**config.mk**
```make
export PLATFORM = sky130hd
export DESIGN_NAME = pix7_serializer
export DESIGN_NICKNAME = d
export VERILOG_FILES = /design/src/rtl/pix7_pkg.sv /design/src/rtl/pix7_slot_ctr.sv /design/src/rtl/pix7_capture.sv /design/src/rtl/pix7_lane_map.sv /design/src/rtl/pix7_serializer.sv
export SDC_FILE = /design/constraint.sdc
export NUM_CORES = 1
export LEC_CHECK = 0
export BUFFER_PORTS_ARGS = -buffer_cell sky130_fd_sc_hd__buf_4
export CAP_MARGIN = 20
export CORE_AREA = 3 3 66 68
export DETAILED_ROUTE_END_ITERATION = 10
export DIE_AREA = 0 0 69 71
export GPL_TIMING_DRIVEN = 0
export PLACE_DENSITY_LB_ADDON = 0.1
export SYNTH_ARGS = -nofsm -noshare
export SYNTH_HDL_FRONTEND = slang
export SYNTH_HIERARCHICAL = 1
export SYNTH_SLANG_ARGS = --single-unit
```
**constraint.sdc**
```tcl
create_clock -name clk -period 5.6 [get_ports clk]
set_input_delay 0.84 -clock clk [delete_from_list [all_inputs] [get_ports clk]]
set_output_delay 0.84 -clock clk [all_outputs]
set_load 0.02 [all_outputs]
```
**src/rtl/pix7_pkg.sv**
```systemverilog
package pix7_pkg;
   localparam int PIX_CW    = 8;
   localparam int PIX_SLOTS = 7;
   localparam int PIX_LANES = 4;

   typedef logic [PIX_SLOTS-1:0] slot_word_t;

   typedef enum logic [1:0] {
      MAP_NARROW = 2'b00,
      MAP_WIDE_A = 2'b01,
      MAP_WIDE_B = 2'b10,
      MAP_ALIAS  = 2'b11
   } map_e;

   typedef struct packed {
      logic [PIX_CW-1:0] red;
      logic [PIX_CW-1:0] grn;
      logic [PIX_CW-1:0] blu;
      logic              hs;
      logic              vs;
      logic              de;
   } pix_t;
endpackage

```
**src/rtl/pix7_slot_ctr.sv**
```systemverilog
module pix7_slot_ctr #(
   parameter int SLOTS = 7,
   localparam int SW   = $clog2(SLOTS)
) (
   input  logic          clk,
   input  logic          rst,
   output logic [SW-1:0] slot,
   output logic          wrap
);
   localparam logic [SW-1:0] LAST = SW'(SLOTS - 1);

   assign wrap = (slot == LAST);

   always_ff @(posedge clk) begin
      if (rst)       slot <= '0;
      else if (wrap) slot <= '0;
      else           slot <= slot + 1'b1;
   end
endmodule

```
**src/rtl/pix7_capture.sv**
```systemverilog
module pix7_capture
   import pix7_pkg::*;
(
   input  logic       clk,
   input  logic       rst,
   input  logic       load,
   input  pix_t       pix_in,
   input  logic [1:0] mode_in,
   input  logic       mirror_in,
   output pix_t       pix_q,
   output logic [1:0] mode_q,
   output logic       mirror_q
);
   always_ff @(posedge clk) begin
      if (rst) begin
         pix_q    <= '0;
         mode_q   <= MAP_NARROW;
         mirror_q <= 1'b0;
      end else if (load) begin
         pix_q    <= pix_in;
         mode_q   <= mode_in;
         mirror_q <= mirror_in;
      end
   end
endmodule

```
**src/rtl/pix7_lane_map.sv**
```systemverilog
module pix7_lane_map
   import pix7_pkg::*;
#(
   parameter int  SLOTS     = 7,
   parameter int  LANES     = 4,
   parameter bit  MIRROR_EN = 1'b1,
   localparam int SW        = $clog2(SLOTS)
) (
   input  pix_t             pix,
   input  logic [1:0]       mode,
   input  logic             mirror,
   input  logic [SW-1:0]    slot,
   output logic [LANES-1:0] lanes
);
   localparam logic [SW-1:0] LAST = SW'(SLOTS - 1);

   slot_word_t       words [LANES];
   logic [5:0]       r6, g6, b6;
   logic             low_sel;
   logic [SW-1:0]    idx;

   always_comb begin
      low_sel = (map_e'(mode) == MAP_WIDE_B);
      r6 = low_sel ? pix.red[5:0] : pix.red[7:2];
      g6 = low_sel ? pix.grn[5:0] : pix.grn[7:2];
      b6 = low_sel ? pix.blu[5:0] : pix.blu[7:2];

      words[0][0] = g6[0];
      for (int k = 1; k < SLOTS; k++) words[0][k] = r6[6-k];

      words[1][0] = b6[1];
      words[1][1] = b6[0];
      for (int k = 2; k < SLOTS; k++) words[1][k] = g6[7-k];

      words[2][0] = pix.de;
      words[2][1] = pix.vs;
      words[2][2] = pix.hs;
      for (int k = 3; k < SLOTS; k++) words[2][k] = b6[8-k];

      unique case (map_e'(mode))
         MAP_WIDE_A: words[3] = {pix.red[0], pix.red[1], pix.grn[0], pix.grn[1],
                                 pix.blu[0], pix.blu[1], 1'b0};
         MAP_WIDE_B: words[3] = {pix.red[6], pix.red[7], pix.grn[6], pix.grn[7],
                                 pix.blu[6], pix.blu[7], 1'b0};
         default:    words[3] = '0;
      endcase
   end

   generate
      if (MIRROR_EN) begin : g_rev
         assign idx = mirror ? (LAST - slot) : slot;
      end else begin : g_fwd
         assign idx = slot;
      end
      for (genvar l = 0; l < LANES; l++) begin : g_lane
         assign lanes[l] = words[l][idx];
      end
   endgenerate
endmodule

```
**src/rtl/pix7_serializer.sv**
```systemverilog
module pix7_serializer
   import pix7_pkg::*;
#(
   parameter int COLOR_W   = 8,
   parameter int SLOTS     = 7,
   parameter int LANES     = 4,
   parameter bit MIRROR_EN = 1'b1
) (
   input  logic               clk,
   input  logic               rst,
   input  logic [COLOR_W-1:0] pix_red,
   input  logic [COLOR_W-1:0] pix_grn,
   input  logic [COLOR_W-1:0] pix_blu,
   input  logic               pix_hs,
   input  logic               pix_vs,
   input  logic               pix_de,
   input  logic [1:0]         map_mode,
   input  logic               mirror,
   output logic               ready,
   output logic [LANES-1:0]   lane_data,
   output logic               lane_clk
);
   localparam int SW = $clog2(SLOTS);

   generate
      if (COLOR_W != PIX_CW) begin : g_bad_cw
         $error("pix7_serializer: COLOR_W must be 8");
      end
      if (SLOTS != PIX_SLOTS) begin : g_bad_slots
         $error("pix7_serializer: SLOTS must be 7");
      end
      if (LANES != PIX_LANES) begin : g_bad_lanes
         $error("pix7_serializer: LANES must be 4");
      end
   endgenerate

   logic [SW-1:0] slot_q;
   logic          wrap;
   pix_t          pix_in, cap_pix;
   logic [1:0]    cap_mode;
   logic          cap_mirror;

   assign pix_in = '{red: pix_red, grn: pix_grn, blu: pix_blu,
                     hs: pix_hs, vs: pix_vs, de: pix_de};

   pix7_slot_ctr #(.SLOTS(SLOTS)) u_ctr (
      .clk  (clk),
      .rst  (rst),
      .slot (slot_q),
      .wrap (wrap)
   );

   pix7_capture u_cap (
      .clk       (clk),
      .rst       (rst),
      .load      (wrap),
      .pix_in    (pix_in),
      .mode_in   (map_mode),
      .mirror_in (mirror),
      .pix_q     (cap_pix),
      .mode_q    (cap_mode),
      .mirror_q  (cap_mirror)
   );

   pix7_lane_map #(
      .SLOTS     (SLOTS),
      .LANES     (LANES),
      .MIRROR_EN (MIRROR_EN)
   ) u_map (
      .pix    (cap_pix),
      .mode   (cap_mode),
      .mirror (cap_mirror),
      .slot   (slot_q),
      .lanes  (lane_data)
   );

   assign ready = wrap & ~rst;

   always_comb begin
      lane_clk = ~((slot_q >= SW'(2)) && (slot_q <= SW'(4)));
   end
endmodule

```
Yosys cells after proc, flatten, opt, wreduce, memory -nomap -nowiden
Cells that the tools add are included.
- add/sub/neg operators: 2
- order comparisons: 3
- eq/ne operators: 3
- mux-type cells: 13
- bitwise gates (word level): 3
- reductions and logical operators: 2
- operators with widths (cell ; number):
    6-bit 2-to-1 mux ; 3
    7-bit one-hot mux with 2 select lines ; 1
    1-bit binary-select mux with 3-bit select ; 4
    3-bit by 4-bit < comparator with 1-bit output, second input constant ; 1
    1-bit 2-to-1 mux ; 4
    3-bit by 1-bit adder with 3-bit output, second input constant ; 1
    3-bit equality test, second input constant ; 1
    3-bit by 2-bit greater-or-equal comparator with 1-bit output, second input constant ; 1
    3-bit less-or-equal comparator, second input constant ; 1
    3-bit 2-to-1 mux ; 1
    3-bit subtractor, first input constant ; 1
    2-bit by 1-bit equality test with 1-bit output, second input constant ; 1
    2-bit equality test, second input constant ; 1
    1-bit NOT ; 2
    2-bit OR reduction ; 1
    1-bit AND ; 1
    1-bit logical AND ; 1
- register bits after elaboration: 33
- output and inout port bits: 6
- word-level logic and storage cells: 35

Longest topological paths before layout
Gate-level depths: netlist of the first run.
- depth in word-level cells: 4
- depth in mapped cells: 7

Hierarchy
Netlist of the first run, hierarchy kept.
- by module, submodules not included (module ; instances ; cells an instance ; area each (um^2) ; sequential area each (um^2)):
    pix7_capture ; 1 ; 97 ; 1096.1 ; 600.6
    pix7_lane_map ; 1 ; 62 ; 561.8 ; 0.0
    pix7_slot_ctr ; 1 ; 13 ; 130.1 ; 60.1
    pix7_serializer ; 1 ; 3 ; 20.0 ; 0.0

Least setup slack after synthesis of the first run
No wires, ideal clock.
- path type: flip-flop to output port
- start: register u_ctr.slot[0]
- end: output lane_data[0]
- arrival time: 1.814 ns
- required time: 4.760 ns
- setup slack: 2.946 ns
- cell stages (with the launch flop): 6
- path buffers: 1
- path through: dfxtp_1 > ha_1 > a21o_2 > buf_2 > a211o_1 > a31oi_1
- word-level cells in the longest chain between the ends: 4
- ends and longest elaborated chain (item ; line ; RTL):
    start: declaration ; pix7_slot_ctr.sv:7 ; output logic [SW-1:0] slot,
    start signal: assignment ; pix7_slot_ctr.sv:17 ; else slot <= slot + 1'b1;
    3-bit subtractor ; pix7_lane_map.sv:51 ; assign idx = mirror ? (LAST - slot) : slot;
    3-bit 2-to-1 mux (*) ; pix7_lane_map.sv:51 ;
    1-bit binary-select mux with 3-bit select (*) ; pix7_lane_map.sv:56 ; assign lanes[l] = words[l][idx];
    1-bit 2-to-1 mux (not written as such) (*) ; pix7_lane_map.sv:56 ;
    end: declaration ; pix7_serializer.sv:20 ; output logic [LANES-1:0] lane_data,
Every way passes the cells marked *; elsewhere a longest branch is shown, timed or not. The select of a mux whose other input is x is not followed.

Worst setup path after layout of the first run
- start: register u_ctr.slot[0]
- end: output lane_data[2]
Same word-level chain as after synthesis.

==> metrics.txt, run 1 <==
cts repair resizes 0; Clk pin slew, worst setup/hold paths 0.07 ns; post-synth cell types 33; # port buffers 37; via count 1456; Remaining DRCs 0; CP Class flip-flop to primary output; vias per cell 5.393; DIE AREA 4899 um^2; maximum number of pins on one net before global-route repair 11; core area 3914 um^2; Setup TNS 0 ns; top cells by area, synth dfxtp_1, mux2i_1, nor2_1, ha_1, mux4_2; Worst EP arrival 2.32 ns; Slew Limit Fails 0; min Tclk post-route 3.161 ns; Post-CTS Setup Bufs 0; first-pass GRT wire length 6.837 mm; Inserted Clock Buffers 5; # diodes 0; Syn Inst Count 175; Tot GR Track Use 0.1746; area grow syn2layout 25.26%; number of global-route vias before repair 1474; Final Cycle Share 0.5645; Max Root-Sink Buffers 2; Finished Layout Cells 270; Max transition margin 0.6921; cell internal pwr 421.0 uW; worst r2r dst u_cap/pix_q[17]$_SDFFE_PP0P_; H-tree depth 2; CP startpoint kind flip-flop; Peak Freq 316.3 MHz; synthesized area 1808 um^2; post-synthesis sequential area ratio 0.3654; routed wire length 4.103 mm; RSZ-0062 raised after global routing no; Leakage 0.0008577 uW; clock root buffer clkbuf_8; reg2reg start u_ctr/slot[0]$_SDFF_PP0_; I/O pin cnt 38; Power Density 240.1 nW/um^2; R2R depth 7; status finished, final reports clean; top-area cell type share of the netlist area 0.3654; antenna violations before repair 0; clk_lat worst skew 0.28 ns; final hold slack 0.5019 ns; Final #Nets 257; clk sinks 33; CTS Hold Buffers Added 0; final hold vios 0; reg-to-reg setup timing slack 3.82 ns; largest area contributor in the netlist dfxtp_1; CTS tree yes; Initial Utilization 0.4620; Avg WL per Cell 15.20 um; worst-path fanout max 10; Sw Share 0.2258; Die Height 71 um; Clock Skew 0.008311 ns; Worst Setup EP lane_data[2]; Max Cap Violations 0; antenna viol nets, final 0; Placer Congestion 0.8067; CP Launch Point u_ctr/slot[0]$_SDFF_PP0_; P_sw 122.8 uW; Row Count 23; Clk pwr share 0.420; Least-Margin Pin Slew 0.4618 ns; die span in x 69 um; final setup violation count 0; total nets after synthesis 213; placed cell count 262; Remaining Overflow, GRT 0; drt first pass iters 4; Initial DRC Count 77; combinational share of power 0.131; Max rail drop VDD 141.1 uV; DP HPWL 3.161 mm; worst hold path type flip-flop to flip-flop; Required @ worst endpoint 4.76 ns; Seq cells post-synth 33; mean post-synth cell area 10.33 um^2; Total Power Consumption 543.8 uW; element type at the critical path end primary output; layout cells sized above 1 0.2818; Seq pwr share 0.448; Synth Warn # 6
layout make-up:
class                           instances  area (um^2)
Fill cell                             375         1649
Timing Repair Buffer                   37        277.8
Sequential cell                        33        660.6
Buffer                                 12        113.9
Clock buffer                            7        86.33
Clock inverter                          1        30.03
Tap cell                               50        62.56
Inverter                                4        15.01
Multi-Input combinational cell        126         1018
power groups by stage:
stage               sequential (uW)  clock, uW  combinational, uW
finish                          244        229               71.4
global route                    245        245               77.8
CTS                             244        236               71.8
floorplan                       247          0               41.1
global placement                249          0               68.9
detailed placement              249          0               71.7
flip-flops by register name, summed over array words and instances, names as in the netlist:
signal,cells
u_cap/pix_q,27
u_ctr/slot,3
u_cap/mode_q,2
u_cap/mirror_q,1
per-stage QoR:
stage | util | worst slack [ns] | instance area (um^2)
2_1_floorplan | - | 2.946 | 1808
3_3_place_gp | 0.5489 | 2.713 | 2148
3_5_place_dp | 0.5489 | 2.702 | 2148
4_1_cts | 0.5786 | 2.401 | 2265
5_1_grt | 0.5786 | 2.208 | 2265
6_report | 0.5786 | 2.439 | 2265
critical path, stage by stage (launching register included):
cell	delay, ns
dfxtp_1	0.60
ha_1	0.33
a21oi_1	0.39
mux4_2	0.39
nor2b_1	0.12
a21oi_1	0.05
buf_4	0.16
layout by cell type (no fill, tap or decap), types with 2 or more instances in the layout:
cell,instances
nor3_1,3
clkbuf_1,4
mux4_1,2
ha_1,6
clkbuf_8,6
a211o_1,2
mux4_2,3
inv_1,4
nor2b_1,4
buf_2,4
a22oi_1,5
mux2i_1,37
a211oi_1,4
dfxtp_1,33
mux2_2,2
buf_4,37
a31oi_1,2
buf_6,2
or3_1,2
nor2_1,36
buf_12,3
a21oi_1,5
cell usage after synthesis (all sizes together):
master	n
buf	9
nor3	3
dfxtp	33
a21oi	5
mux2	2
ha	6
nand3	1
a21o	2
a21boi	1
inv	4
mux2i	37
o2111ai	1
a31oi	2
mux4	5
nor2b	5
xnor2	1
a221oi	1
a22oi	5
or3	2
a211oi	4
a2111oi	1
a211o	2
or3b	1
nor2	36
clkbuf	3
nand2b	1
and2	1
o31ai	1
cell families (layout without fill, tap and decap cells):
kind of cell / Yosys count / after routing / synth area share
and+or+nand+nor: 50 / 50 / 0.1259
AOI/OAI and AO/OA: 25 / 25 / 0.1031
DFF: 33 / 33 / 0.3654
buffers and inverters: 16 / 61 / 0.07128
xor gates and xnor gates: 1 / 1 / 0.008999
adders and majority gates: 6 / 6 / 0.04152
muxes: 44 / 44 / 0.2837
layer usage:
layer,global-route usage,up-vias,share of wire
met4,0.05206,0,0.0046
met2,0.3051,32,0.52
met1,0.2087,700,0.43
met5,0,-,0
met3,0.04972,2,0.046
li1,-,722,-
how the worst min path moves through the flow:
stage / depth (start not counted) / end / from
after CTS: 2 / u_cap/pix_q[0]$_SDFFE_PP0P_ / u_cap/pix_q[0]$_SDFFE_PP0P_
after floorplan: 2 / u_cap/pix_q[2]$_SDFFE_PP0P_ / u_cap/pix_q[2]$_SDFFE_PP0P_
after detailed placement: 2 / u_cap/pix_q[2]$_SDFFE_PP0P_ / u_cap/pix_q[2]$_SDFFE_PP0P_
after global placement: 2 / u_cap/pix_q[2]$_SDFFE_PP0P_ / u_cap/pix_q[2]$_SDFFE_PP0P_
final: 2 / u_cap/pix_q[2]$_SDFFE_PP0P_ / u_cap/pix_q[2]$_SDFFE_PP0P_
after global routing: 2 / u_cap/pix_q[2]$_SDFFE_PP0P_ / u_cap/pix_q[2]$_SDFFE_PP0P_
(Power assumes the default switching activity.)
==> run 2, diff against run 1 <==
clock period = 2.87 ns   (was 5.6 ns; I/O delays follow)
==> metrics.txt, run 2 (same netlist as run 1, synthesis figures left out) <==
cts repair resizes 0; final setup margin 0.2840 ns; layout cells sized above 1 0.2864; Initial DRC Count 77; Place WS 0.3816 ns; Leakage 0.0008579 uW; vias per cell 5.393; final hold slack 0.3627 ns; Remaining Overflow, GRT 0; CP Launch Point u_ctr/slot[0]$_SDFF_PP0_; Peak Freq 386.7 MHz; antenna violations before repair 0; Placer Congestion 0.8067; Final Cycle Share 0.9011; clk sinks 33; Avg WL per Cell 15.20 um; I/O pin cnt 38; placed cell count 262; Row Count 23; DIE AREA 4899 um^2; number of global-route vias before repair 1474; worst hold path type input pin to flip-flop; Tot GR Track Use 0.1746; Remaining DRCs 0; maximum number of pins on one net before global-route repair 11; Worst Setup EP lane_data[2]; # port buffers 37; Least-Margin Pin Slew 0.4614 ns; clk_lat worst skew 0.28 ns; Required @ worst endpoint 2.44 ns; antenna viol nets, final 0; Initial Utilization 0.4620; R2R depth 7; Max Root-Sink Buffers 2; first-pass GRT wire length 6.837 mm; H-tree depth 2; CTS Hold Buffers Added 0; Top reg by flops u_cap/pix_q; Clk pin slew, worst setup/hold paths 0.06 ns; status finished, final reports clean; CP Class flip-flop to primary output; final setup violation count 0; Clock Skew 0.008308 ns; cell depth of the worst hold path 2; drt first pass iters 4; routed wire length 4.103 mm; Inserted Clock Buffers 5; Power Density 468.4 nW/um^2; Die Height 71 um; most frequent cells in the layout mux2i_1, buf_4, nor2_1, dfxtp_1; core area 3914 um^2; final hold vios 0; element type at the critical path end primary output; Post-CTS Setup Bufs 0; Max Cap Violations 0; CTS tree yes; top flop regs u_cap/pix_q: 27 flops, u_ctr/slot: 3 flops, u_cap/mode_q: 2 flops; clock root buffer clkbuf_8; reg2reg start u_ctr/slot[0]$_SDFF_PP0_; Slew Limit Fails 0; Max transition margin 0.6924; worst-path fanout max 10; Finished Layout Cells 270; via count 1456; # diodes 0; Setup TNS 0 ns; DP HPWL 3.161 mm; worst r2r dst u_cap/pix_q[17]$_SDFFE_PP0P_; Worst EP arrival 2.16 ns; min Tclk post-route 2.586 ns; CP startpoint kind flip-flop; die span in x 69 um; reg-to-reg setup timing slack 1.25 ns; RSZ-0062 raised after global routing no; area grow syn2layout 25.33%; Final #Nets 257; max reg flops 27; Max rail drop VDD 275.3 uV
==> run 2: cell counts in the layout (fill, tap and decap cells not counted) <==
Identical to the previous run, type by type.
==> run 2: final cells by class <==
| type | instances | area (um^2) |
|---|---|---|
| Fill cell | 376 | 1648 |
| Multi-Input combinational cell | 126 | 1018 |
| Sequential cell | 33 | 661.9 |
| Timing Repair Buffer | 37 | 277.8 |
| Buffer | 12 | 113.9 |
| Clock buffer | 7 | 86.33 |
| Tap cell | 50 | 62.56 |
| Clock inverter | 1 | 30.03 |
| Inverter | 4 | 15.01 |
==> run 2: worst min-delay path by stage <==
stage / start / to / slack (ns)
after CTS: rst / u_ctr/slot[2]$_SDFF_PP0_ / 0.36
after floorplan: u_cap/pix_q[2]$_SDFFE_PP0P_ / u_cap/pix_q[2]$_SDFFE_PP0P_ / 0.45
final: rst / u_ctr/slot[2]$_SDFF_PP0_ / 0.36
after global placement: u_cap/pix_q[2]$_SDFFE_PP0P_ / u_cap/pix_q[2]$_SDFFE_PP0P_ / 0.48
after global routing: rst / u_ctr/slot[2]$_SDFF_PP0_ / 0.36
after detailed placement: u_cap/pix_q[2]$_SDFFE_PP0P_ / u_cap/pix_q[2]$_SDFFE_PP0P_ / 0.48
==> run 2: worst max-delay path: stages, from the launching register on <==
cell     delay [ns]
dfxtp_2        0.47
ha_1           0.29
a21oi_1        0.39
mux4_2         0.39
nor2b_1        0.12
a21oi_1        0.05
buf_4          0.16
==> run 2: stage by stage <==
stage	power (uW)	util	cell area, um^2
after CTS	1077	0.5786	2265
final	1061	0.5790	2266
after global placement	620.1	0.5489	2148
after global routing	1107	0.5790	2266
after floorplan	562.9	-	1808
after detailed placement	626.5	0.5489	2148
==> run 2: report_power, final <==
part	switching (uW)	internal (uW)	leakage, uW
sequential	11.2	465	0.000267
clock	163	283	0.0000585
combinational	65.3	73.9	0.000533
total	240	822	0.000858
==> run 2: layer usage <==
| layer | share of wire | vias up | track usage |
|---|---|---|---|
| met3 | 0.046 | 2 | 0.04972 |
| met4 | 0.0046 | 0 | 0.05206 |
| li1 | - | 722 | - |
| met1 | 0.43 | 700 | 0.2087 |
| met5 | 0 | - | 0 |
| met2 | 0.52 | 32 | 0.3051 |
